File: src/rtl/term_pkg.sv
package term_pkg;

  typedef enum logic [2:0] {
    ST_IDLE,
    ST_XFER,
    ST_DISC,
    ST_RETRY,
    ST_ABORT
  } termState_t;

  // strobes from the control FSM to the datapath
  typedef struct packed {
    logic capture;   // address phase accepted
    logic advance;   // data phase completed
    logic tick;      // transfer cycle without completion
    logic termEnd;   // STOP termination finished this edge
  } dpStrobe_t;

endpackage

File: src/rtl/term_dp.sv
module term_dp
  import term_pkg::*;
#(
  parameter int OFS_W      = 12,
  parameter int LAT_LIMIT  = 8,
  parameter int LINE_WORDS = 8
) (
  input  logic             clk,
  input  logic             rstN,
  input  dpStrobe_t        stb,
  input  logic [3:0]       cmd,
  input  logic [OFS_W-1:0] addrLow,
  input  logic             initReq,
  output logic             lastNow,
  output logic             latExpired,
  output logic             reqViol
);

  localparam int WORD_W = OFS_W - 2;
  localparam int LAT_W  = $clog2(LAT_LIMIT + 1);
  localparam int PH_W   = $clog2(LINE_WORDS) + 1;
  localparam logic [WORD_W-1:0] LINE_MASK = WORD_W'(LINE_WORDS - 1);

  logic [WORD_W-1:0] wordQ;
  logic [PH_W-1:0]   phaseQ;
  logic [LAT_W-1:0]  latQ;
  logic              cfgQ, rsvdQ, linQ, wrapQ;
  logic [1:0]        holdQ;
  logic [WORD_W-1:0] wordInc, wordNext;
  logic              pageLast, lineLast;

  assign wordInc  = wordQ + 1'b1;
  assign wordNext = wrapQ ? ((wordQ & ~LINE_MASK) | (wordInc & LINE_MASK)) : wordInc;
  assign pageLast = &wordQ;
  assign lineLast = (phaseQ == PH_W'(LINE_WORDS - 1));

  assign lastNow    = cfgQ | rsvdQ | (linQ & pageLast) | (wrapQ & lineLast);
  assign latExpired = (latQ == LAT_W'(LAT_LIMIT - 1));

  always_ff @(posedge clk or negedge rstN) begin
    if (!rstN) begin
      wordQ  <= '0;
      phaseQ <= '0;
      latQ   <= '0;
      cfgQ   <= 1'b0;
      rsvdQ  <= 1'b0;
      linQ   <= 1'b0;
      wrapQ  <= 1'b0;
    end else if (stb.capture) begin
      wordQ  <= addrLow[OFS_W-1:2];
      phaseQ <= '0;
      latQ   <= '0;
      cfgQ   <= (cmd == 4'b1010) || (cmd == 4'b1011);
      rsvdQ  <= addrLow[0];
      linQ   <= (addrLow[1:0] == 2'b00);
      wrapQ  <= (addrLow[1:0] == 2'b10);
    end else if (stb.advance) begin
      wordQ  <= wordNext;
      phaseQ <= phaseQ + 1'b1;
      latQ   <= '0;
    end else if (stb.tick && (latQ != LAT_W'(LAT_LIMIT))) begin
      latQ   <= latQ + 1'b1;
    end
  end

  // request hold window after a STOP termination
  always_ff @(posedge clk or negedge rstN) begin
    if (!rstN) begin
      holdQ   <= '0;
      reqViol <= 1'b0;
    end else begin
      reqViol <= (holdQ != 2'd0) && initReq;
      if (stb.termEnd)        holdQ <= 2'd2;
      else if (holdQ != 2'd0) holdQ <= holdQ - 1'b1;
    end
  end


  req_flag_cause_chk: assert property (@(posedge clk) disable iff (!rstN)
    reqViol |-> $past(initReq));


  lat_bound_chk: assert property (@(posedge clk) disable iff (!rstN)
    stb.advance |=> !latExpired);

endmodule

File: src/rtl/term_fsm.sv
module term_fsm
  import term_pkg::*;
(
  input  logic      clk,
  input  logic      rstN,
  input  logic      frame,
  input  logic      irdy,
  input  logic      busy,
  input  logic      error,
  input  logic      bufAvail,
  input  logic      lastNow,
  input  logic      latExpired,
  output dpStrobe_t stb,
  output logic      devsel,
  output logic      trdy,
  output logic      stop
);

  termState_t state, nxt;
  logic       done;

  assign done = irdy && (state == ST_XFER);

  always_comb begin
    nxt = state;
    stb = '0;
    case (state)
      ST_IDLE: begin
        if (frame) begin
          stb.capture = 1'b1;
          if (error)     nxt = ST_ABORT;
          else if (busy) nxt = ST_RETRY;
          else           nxt = ST_XFER;
        end
      end
      ST_XFER: begin
        stb.advance = done;
        stb.tick    = !done;
        if (error) nxt = ST_ABORT;
        else if (done && !frame) begin
          nxt         = ST_IDLE;
          stb.termEnd = lastNow;
        end
        else if (done && lastNow)       nxt = ST_DISC;
        else if (!bufAvail)             nxt = ST_DISC;
        else if (!done && latExpired)   nxt = ST_DISC;
      end
      ST_DISC, ST_RETRY, ST_ABORT: begin
        if (!frame) begin
          nxt         = ST_IDLE;
          stb.termEnd = 1'b1;
        end
      end
      default: nxt = ST_IDLE;
    endcase
  end

  always_ff @(posedge clk or negedge rstN) begin
    if (!rstN) state <= ST_IDLE;
    else       state <= nxt;
  end

  assign devsel = (state == ST_XFER) || (state == ST_DISC) || (state == ST_RETRY);
  assign trdy   = (state == ST_XFER);
  assign stop   = (state == ST_DISC) || (state == ST_RETRY) || (state == ST_ABORT) ||
                  ((state == ST_XFER) && lastNow);


  lat_disc_chk: assert property (@(posedge clk) disable iff (!rstN)
    (state == ST_XFER && !irdy && latExpired) |=> (stop && !trdy));


  buf_disc_chk: assert property (@(posedge clk) disable iff (!rstN)
    (state == ST_XFER && !bufAvail && frame) |=> (stop && !trdy));


  retry_nodata_chk: assert property (@(posedge clk) disable iff (!rstN)
    (state == ST_IDLE && frame && busy && !error) |=> (stop && devsel && !trdy));

endmodule

File: src/rtl/pci_term_ctrl.sv
module pci_term_ctrl
  import term_pkg::*;
#(
  parameter int OFS_W      = 12,
  parameter int LAT_LIMIT  = 8,
  parameter int LINE_WORDS = 8
) (
  input  logic             clk,
  input  logic             rstN,
  input  logic             frame,
  input  logic             irdy,
  input  logic [3:0]       cmd,
  input  logic [OFS_W-1:0] addrLow,
  input  logic             busy,
  input  logic             error,
  input  logic             bufAvail,
  input  logic             initReq,
  output logic             devsel,
  output logic             trdy,
  output logic             stop,
  output logic             reqViol
);

  dpStrobe_t stb;
  logic      lastNow, latExpired;

  term_fsm u_fsm (
    .clk(clk), .rstN(rstN), .frame(frame), .irdy(irdy), .busy(busy),
    .error(error), .bufAvail(bufAvail), .lastNow(lastNow),
    .latExpired(latExpired), .stb(stb), .devsel(devsel), .trdy(trdy), .stop(stop)
  );

  term_dp #(.OFS_W(OFS_W), .LAT_LIMIT(LAT_LIMIT), .LINE_WORDS(LINE_WORDS)) u_dp (
    .clk(clk), .rstN(rstN), .stb(stb), .cmd(cmd), .addrLow(addrLow),
    .initReq(initReq), .lastNow(lastNow), .latExpired(latExpired), .reqViol(reqViol)
  );


  stop_hold_chk: assert property (@(posedge clk) disable iff (!rstN)
    (stop && frame) |=> stop);


  stop_release_chk: assert property (@(posedge clk) disable iff (!rstN)
    (stop && !frame && !error && (!trdy || irdy)) |=> (!stop && !trdy && !devsel));


  abort_shape_chk: assert property (@(posedge clk) disable iff (!rstN)
    (stop && !devsel) |-> !trdy);


  cfg_first_phase_chk: assert property (@(posedge clk) disable iff (!rstN)
    (!stop && !devsel && frame && !busy && !error &&
     ((cmd == 4'b1010) || (cmd == 4'b1011))) |=> (stop && trdy));

endmodule

File: config.mk
export PLATFORM = sky130hd
export DESIGN_NAME = pci_term_ctrl
export DESIGN_NICKNAME = d
export VERILOG_FILES = /design/src/rtl/term_pkg.sv /design/src/rtl/term_dp.sv /design/src/rtl/term_fsm.sv /design/src/rtl/pci_term_ctrl.sv
export SDC_FILE = /design/constraint.sdc
export NUM_CORES = 1
export LEC_CHECK = 0
export BUFFER_PORTS_ARGS = -buffer_cell sky130_fd_sc_hd__buf_2
export CORE_MARGIN = 2
export CORE_UTILIZATION = 39
export CTS_CLUSTER_SIZE = 25
export DETAILED_ROUTE_END_ITERATION = 12
export PLACE_DENSITY = 0.69
export SETUP_SLACK_MARGIN = 0.1
export SYNTH_ARGS = -nofsm -noshare
export SYNTH_HDL_FRONTEND = slang
export SYNTH_SLANG_ARGS = --single-unit
File: constraint.sdc
create_clock -name clk -period 1.7 [get_ports clk]
set_input_delay 0.255 -clock clk [delete_from_list [all_inputs] [get_ports clk]]
set_output_delay 0.255 -clock clk [all_outputs]
set_load 0.005 [all_outputs]
* Word-level counts from Yosys, hierarchy flattened *
Index checks and enable logic that the tools add are counted.

word-level totals
  bits of input ports = 24
  word-level logic and storage cells = 84
  flip-flop bits (word level) = 28
  output and inout bits = 4

operators by class
  mux-type cells = 27
  bitwise operators = 6
  $add $sub $neg = 4
  equal/unequal tests = 13
  reductions and logical operators = 24

operators by type and width
  kind                   number
  $mux 10                3
  $mux 3                 8
  $mux 4                 5
  $add 10x1->10 const B  1
  $or 10x3->10           1
  $reduce_and 10->1      1
  $pmux 3 s3             1
  $add 4x1->4 const B    2
  $eq 4x3->1 const B     2
  $eq 4x4->1 const B     2
  $mux 2                 4
  $logic_and 1x1->1      7
  $eq 3x2->1 const B     2
  $logic_or 1x1->1       6
  $ne 6x3->1 const B     1
  $reduce_bool 2->1      3
  $mux 1                 5
  $ne 2x2->1 const B     2
  $ne 4x4->1 const B     1
  $eq 3x1->1 const B     1
  $eq 3x3->1 const B     1
  $logic_not 3->1        1
  $or 1x1->1             3
  $reduce_and 3->1       1
  other kinds (8)        10

* Depth between registers and ports, before layout *
  depth in word-level cells = 10
  gate-level depth with buffers = 6
  gate-level depth less buffers = 6

* Hierarchy *
A second synthesis with hierarchy kept.

second synthesis, totals
  cells, all modules = 171
  area total of the unflattened synthesis = 1617.8 um2

by module, submodules not included
  module    sequential area each (um2)  instances  area each (um2)  cells an instance
  term_dp   625.6                       1          1325.0           135
  term_fsm  75.1                        1          292.8            36

* Worst setup path after synthesis *
Ideal clock, no wire load.

  path type = flip-flop to flip-flop
  from = register u_dp.wrapQ
  to = register u_dp.wordQ[6]
  library setup time = 0.069 ns
  arrival time = 1.585 ns
  data required time = 1.631 ns
  clock period less this slack = 1.654 ns
  stages on the path, launching flop included = 6
  path buffers = 1
  setup slack = 0.046 ns
  cell sequence = dfrtp_1 buf_2 nand3b_1 a211o_1 or4_1 nand3_1

on the way
  word-level cells in the longest chain between the ends = 3

RTL lines
  element                 line           text
  start, declared         term_dp.sv:27  logic cfgQ, rsvdQ, linQ, wrapQ;
  start signal, assigned  term_dp.sv:56  wrapQ <= (addrLow[1:0] == 2'b10);
  $mux 10                 term_dp.sv:33  assign wordNext = wrapQ ? ((wordQ & ~LINE_MASK) | (wordInc & LINE_MASK)) : wordInc;
  $mux 10                 term_dp.sv:57  end else if (stb.advance) begin
  $mux 10                 term_dp.sv:49  end else if (stb.capture) begin
  end signal, assigned    term_dp.sv:50  wordQ <= addrLow[OFS_W-1:2];
  end signal, assigned    term_dp.sv:58  wordQ <= wordNext;
  end, declared           term_dp.sv:24  logic [WORD_W-1:0] wordQ;

No other way between the ends. The select of a mux whose other input is x is not followed.
A chain may end at the register's enable or synchronous reset.

* Final worst setup path *
  from = register u_fsm.state[0]
  to = register u_dp.wordQ[6]

on the way
  word-level cells in the longest chain between the ends = 4
  elaborated cells on any way between the ends = 7
  classes of those cells = eq/ne: 1; mux: 3; reduce/logical: 3

RTL lines
  element                      line                            text
  start, declared              term_fsm.sv:19                  termState_t state, nxt;
  start signal, assigned       term_fsm.sv:60                  else state <= nxt;
  $eq 3x1->1                   term_fsm.sv:22, term_fsm.sv:27
  $logic_and 1x1->1            term_fsm.sv:22                  assign done = irdy && (state == ST_XFER);
  $mux 2                       term_fsm.sv:27                  case (state)
  $reduce_bool 2->1 (no line)  --

Several ways; a longest one is shown, not always the timed one.

==> flow_metrics.py <==
metrics = {
    "status": {
        "status": "finished, violations left",
        "violations": "negative hold slack, negative setup slack",
    },
    "cts": {
        "cts_sinks": 28,
        "cts_buffer_depth": 2,
        "cts_made_buffers": 3,
        "path_clk_slew_ns": 0.10,
        "hold_buffers": 0,
        "cts_tree": "done",
        "htreeDepth": 1,
        "clk_latency_ns": 0.28,
        "root_buffer": "clkbuf_8",
    },
    "final_layout": {
        "nets": 278,
        "mostFrequentLayoutCell": "buf_4",
        "instances_no_fill": 298,
        "final_cell_mix": "buf_4 (33), buf_2 (25), dfrtp_1 (25)",
        "area_delta_synth_final_pct": 41.4,
        "final_area_mm2": 0.00236,
        "diodes": 0,
        "postLayoutCoreUtil_pct": 58.3,
        "drive_gt1_share_pct": 40.3,
    },
    "setup_path": {
        "worstSetupEndpoint": "u_dp.wordQ[6]",
        "reg2reg_to": "u_dp.wordQ[6]",
        "rrSetupSlack_ns": -0.05,
        "crit_path_start": "u_fsm.state[0]",
        "r2r_start": "u_fsm.state[0]",
        "cp.required_ns": 1.92,
        "crit_path_start_kind": "register",
        "worst-r2r-cell-count": 5,
        "crit_path_end_kind": "register",
        "worstSetupPathType": "register to register",
        "arrival_ns": 1.97,
        "cp_max_fo": 6,
    },
    "detailed_routing": {
        "route.antenna.remaining_nets": 0,
        "num_vias": 1695,
        "drt_pass1_iterations": 4,
        "via_per_inst": 5.69,
        "remaining_drc_errors": 0,
        "drtIter0Drc": 124,
        "wirelength_um": 4430,
        "wire_per_inst_um": 14.9,
    },
    "global_route": {
        "grt_pass1_vias": 1517,
        "grt_pass1_wl_um": 6790,
        "antenna_found_initial": 0,
        "overflow": 0,
        "grt_max_degree": 29,
        "grt_use_total_pct": 17.1,
    },
    "yosys": {
        "syn_nets": 218,
        "synth-main-ff-cell": "dfrtp_1",
        "async_flop_share_pct": 100,
        "syn_area_per_cell_um2": 8.85,
        "synth.area.top_cells": "dfrtp_1 (42%), nand2_1 (5.4%), ha_1 (3.7%)",
        "synth_top_area_cell": "dfrtp_1",
        "synth-edff-count": 0,
        "ys_seq_area_share_pct": 41.9,
        "ys_ff_latch": 28,
        "yosys.area.top_type_share_pct": 41.9,
        "ys_warn_count": 0,
        "synth_area_mm2": 0.00167,
        "ys_types": 45,
        "syn_inst": 189,
    },
    "timing": {
        "drv_slew": 0,
        "hold_violations": 14,
        "fmax_mhz": 573,
        "fin_crit_sh_pct": 103,
        "fin_crit_ns": 1.75,
        "setup_slack_ns": -0.0464,
        "setup_viol": 2,
        "worst_slew_margin_rel_pct": 56.9,
        "tightest_slew_ns": 0.647,
        "finalClockSkew_ns": 0.00518,
        "whs_ns": -0.0144,
        "rsz0062_at_grt": "yes",
    },
    "pwr": {
        "p_int_mw": 1.80,
        "power_frac_comb_pct": 48.1,
        "clockPowerShare_pct": 14.8,
        "finalPower_mw": 2.85,
        "power_switching_mw": 1.06,
        "power.static_leakage_nw": 1.08,
        "p_seq_share_pct": 37.1,
        "ir_drop_mv": 0.553,
        "p_per_area_mw_per_mm2": 1210,
        "swShare_pct": 37.1,
    },
    "die": {
        "fp.dieArea_mm2": 0.00483,
        "initial_core_util_pct": 41.2,
        "pin_count": 28,
        "fp-row-count": 23,
        "dieHeight_um": 69.5,
        "die_w_um": 69.5,
        "fp.coreArea_mm2": 0.00406,
    },
    "placed_design": {
        "gp_congestion": 0.823,
        "port_buffers": 26,
        "dp.cells": 274,
        "dpl.hpwl_um": 2780,
        "dpl-instance-area_mm2": 0.00198,
    },
    "hold_path": {
        "holdCritPathClass": "input port to asynchronous set/reset pin",
    },
    "flow_run": {
        "max_cap_viol_count": 0,
    },
}
[metrics by stage]
step / worst slack [ns] / TNS, ns
after floorplan: 0.0749 / 0
after global placement: -0.0280 / -0.0280
after detailed placement: -0.00752 / -0.00830
after CTS: 0.00470 / 0
after global routing: -0.126 / -0.347
final: -0.0464 / -0.0721
[routing by layer]
metal,vias to the layer above,wire [um],GRT usage (%)
met5,-,0,0
met3,7,177,2.91
met2,41,2300,28.7
li1,824,-,-
met1,823,1890,22.6
met4,0,57,5.23
[power by group through the flow]
stage          Combinational, mW  Sequential (mW)  Clock, mW
2_1_floorplan              0.676             1.03          0
3_3_place_gp               0.965             1.07          0
3_5_place_dp               0.998             1.08          0
4_1_cts                     1.14             1.05      0.426
5_1_grt                     1.51             1.08      0.464
6_report                    1.37             1.06      0.423
[how the worst min path moves through the flow]
| stage | from | end | slack (ns) | depth (start not counted) |
|---|---|---|---|---|
| finish | rstN | u_dp.wordQ[5] | -0.01 | 1 |
| global route | rstN | u_dp.wordQ[7] | 0.03 | 1 |
| CTS | rstN | u_dp.holdQ[0] | 0.009 | 1 |
| detailed placement | rstN | u_dp.wordQ[7] | 0.31 | 1 |
| global placement | rstN | u_dp.wordQ[6] | 0.31 | 1 |
| floorplan | rstN | u_dp.cfgQ | -0.04 | 0 |
[state kept, by name (all words and copies together) (netlist names)]
name and flops:
u_dp.linQ 1, u_dp.phaseQ 4, u_fsm.state 3, u_dp.wrapQ 1, u_dp.rsvdQ 1, u_dp.holdQ 2, u_dp.cfgQ 1, u_dp.reqViol 1
u_dp.latQ 4, u_dp.wordQ 10
[Yosys cell counts (all sizes together), types with 4 or more instances]
cell type and number:
a211oi 4, nor2 11, a21oi 8, nor3 8, nand3 12, a22oi 4
nand2 24, xnor2 4, dfrtp 28, clkbuf 8, o21ai 8, nand4 5
nor2b 5, or4 4, ha 5, inv 5
[cells by family after synthesis]
logic type / count (synthesis) / synth area share [%]
and+or+nand+nor: 94 / 31.3
AOI/OAI and AO/OA: 38 / 15.2
DFF: 28 / 41.9
buffers and inverters: 17 / 4.11
xor gates and xnor gates: 6 / 3.14
adders and majority gates: 5 / 3.74
muxes: 1 / 0.673
[worst max-delay path: stages (launching register included)]
cell      delay, ns
dfrtp_2        0.42
buf_6          0.12
nand3b_1       0.15
a211o_4        0.40
or4_1          0.50
nand3_1        0.10
[final cells by class]
class | instances | area [um^2]
fill | 358 | 1690
inverter | 6 | 27.5
tap | 50 | 62.6
timing repair buffer | 66 | 480
multi-input combinational | 144 | 1030
sequential | 28 | 704
clock buffer | 4 | 55.1
[repair_timing]
item / in CTS / in global routing
resized for setup: 13 / 26
buffers inserted: 6 / 14
endpoints found under the setup margin: 12 / 25
pin swaps: 6 / 9
Note: power is estimated with default switching activity, not from simulation.
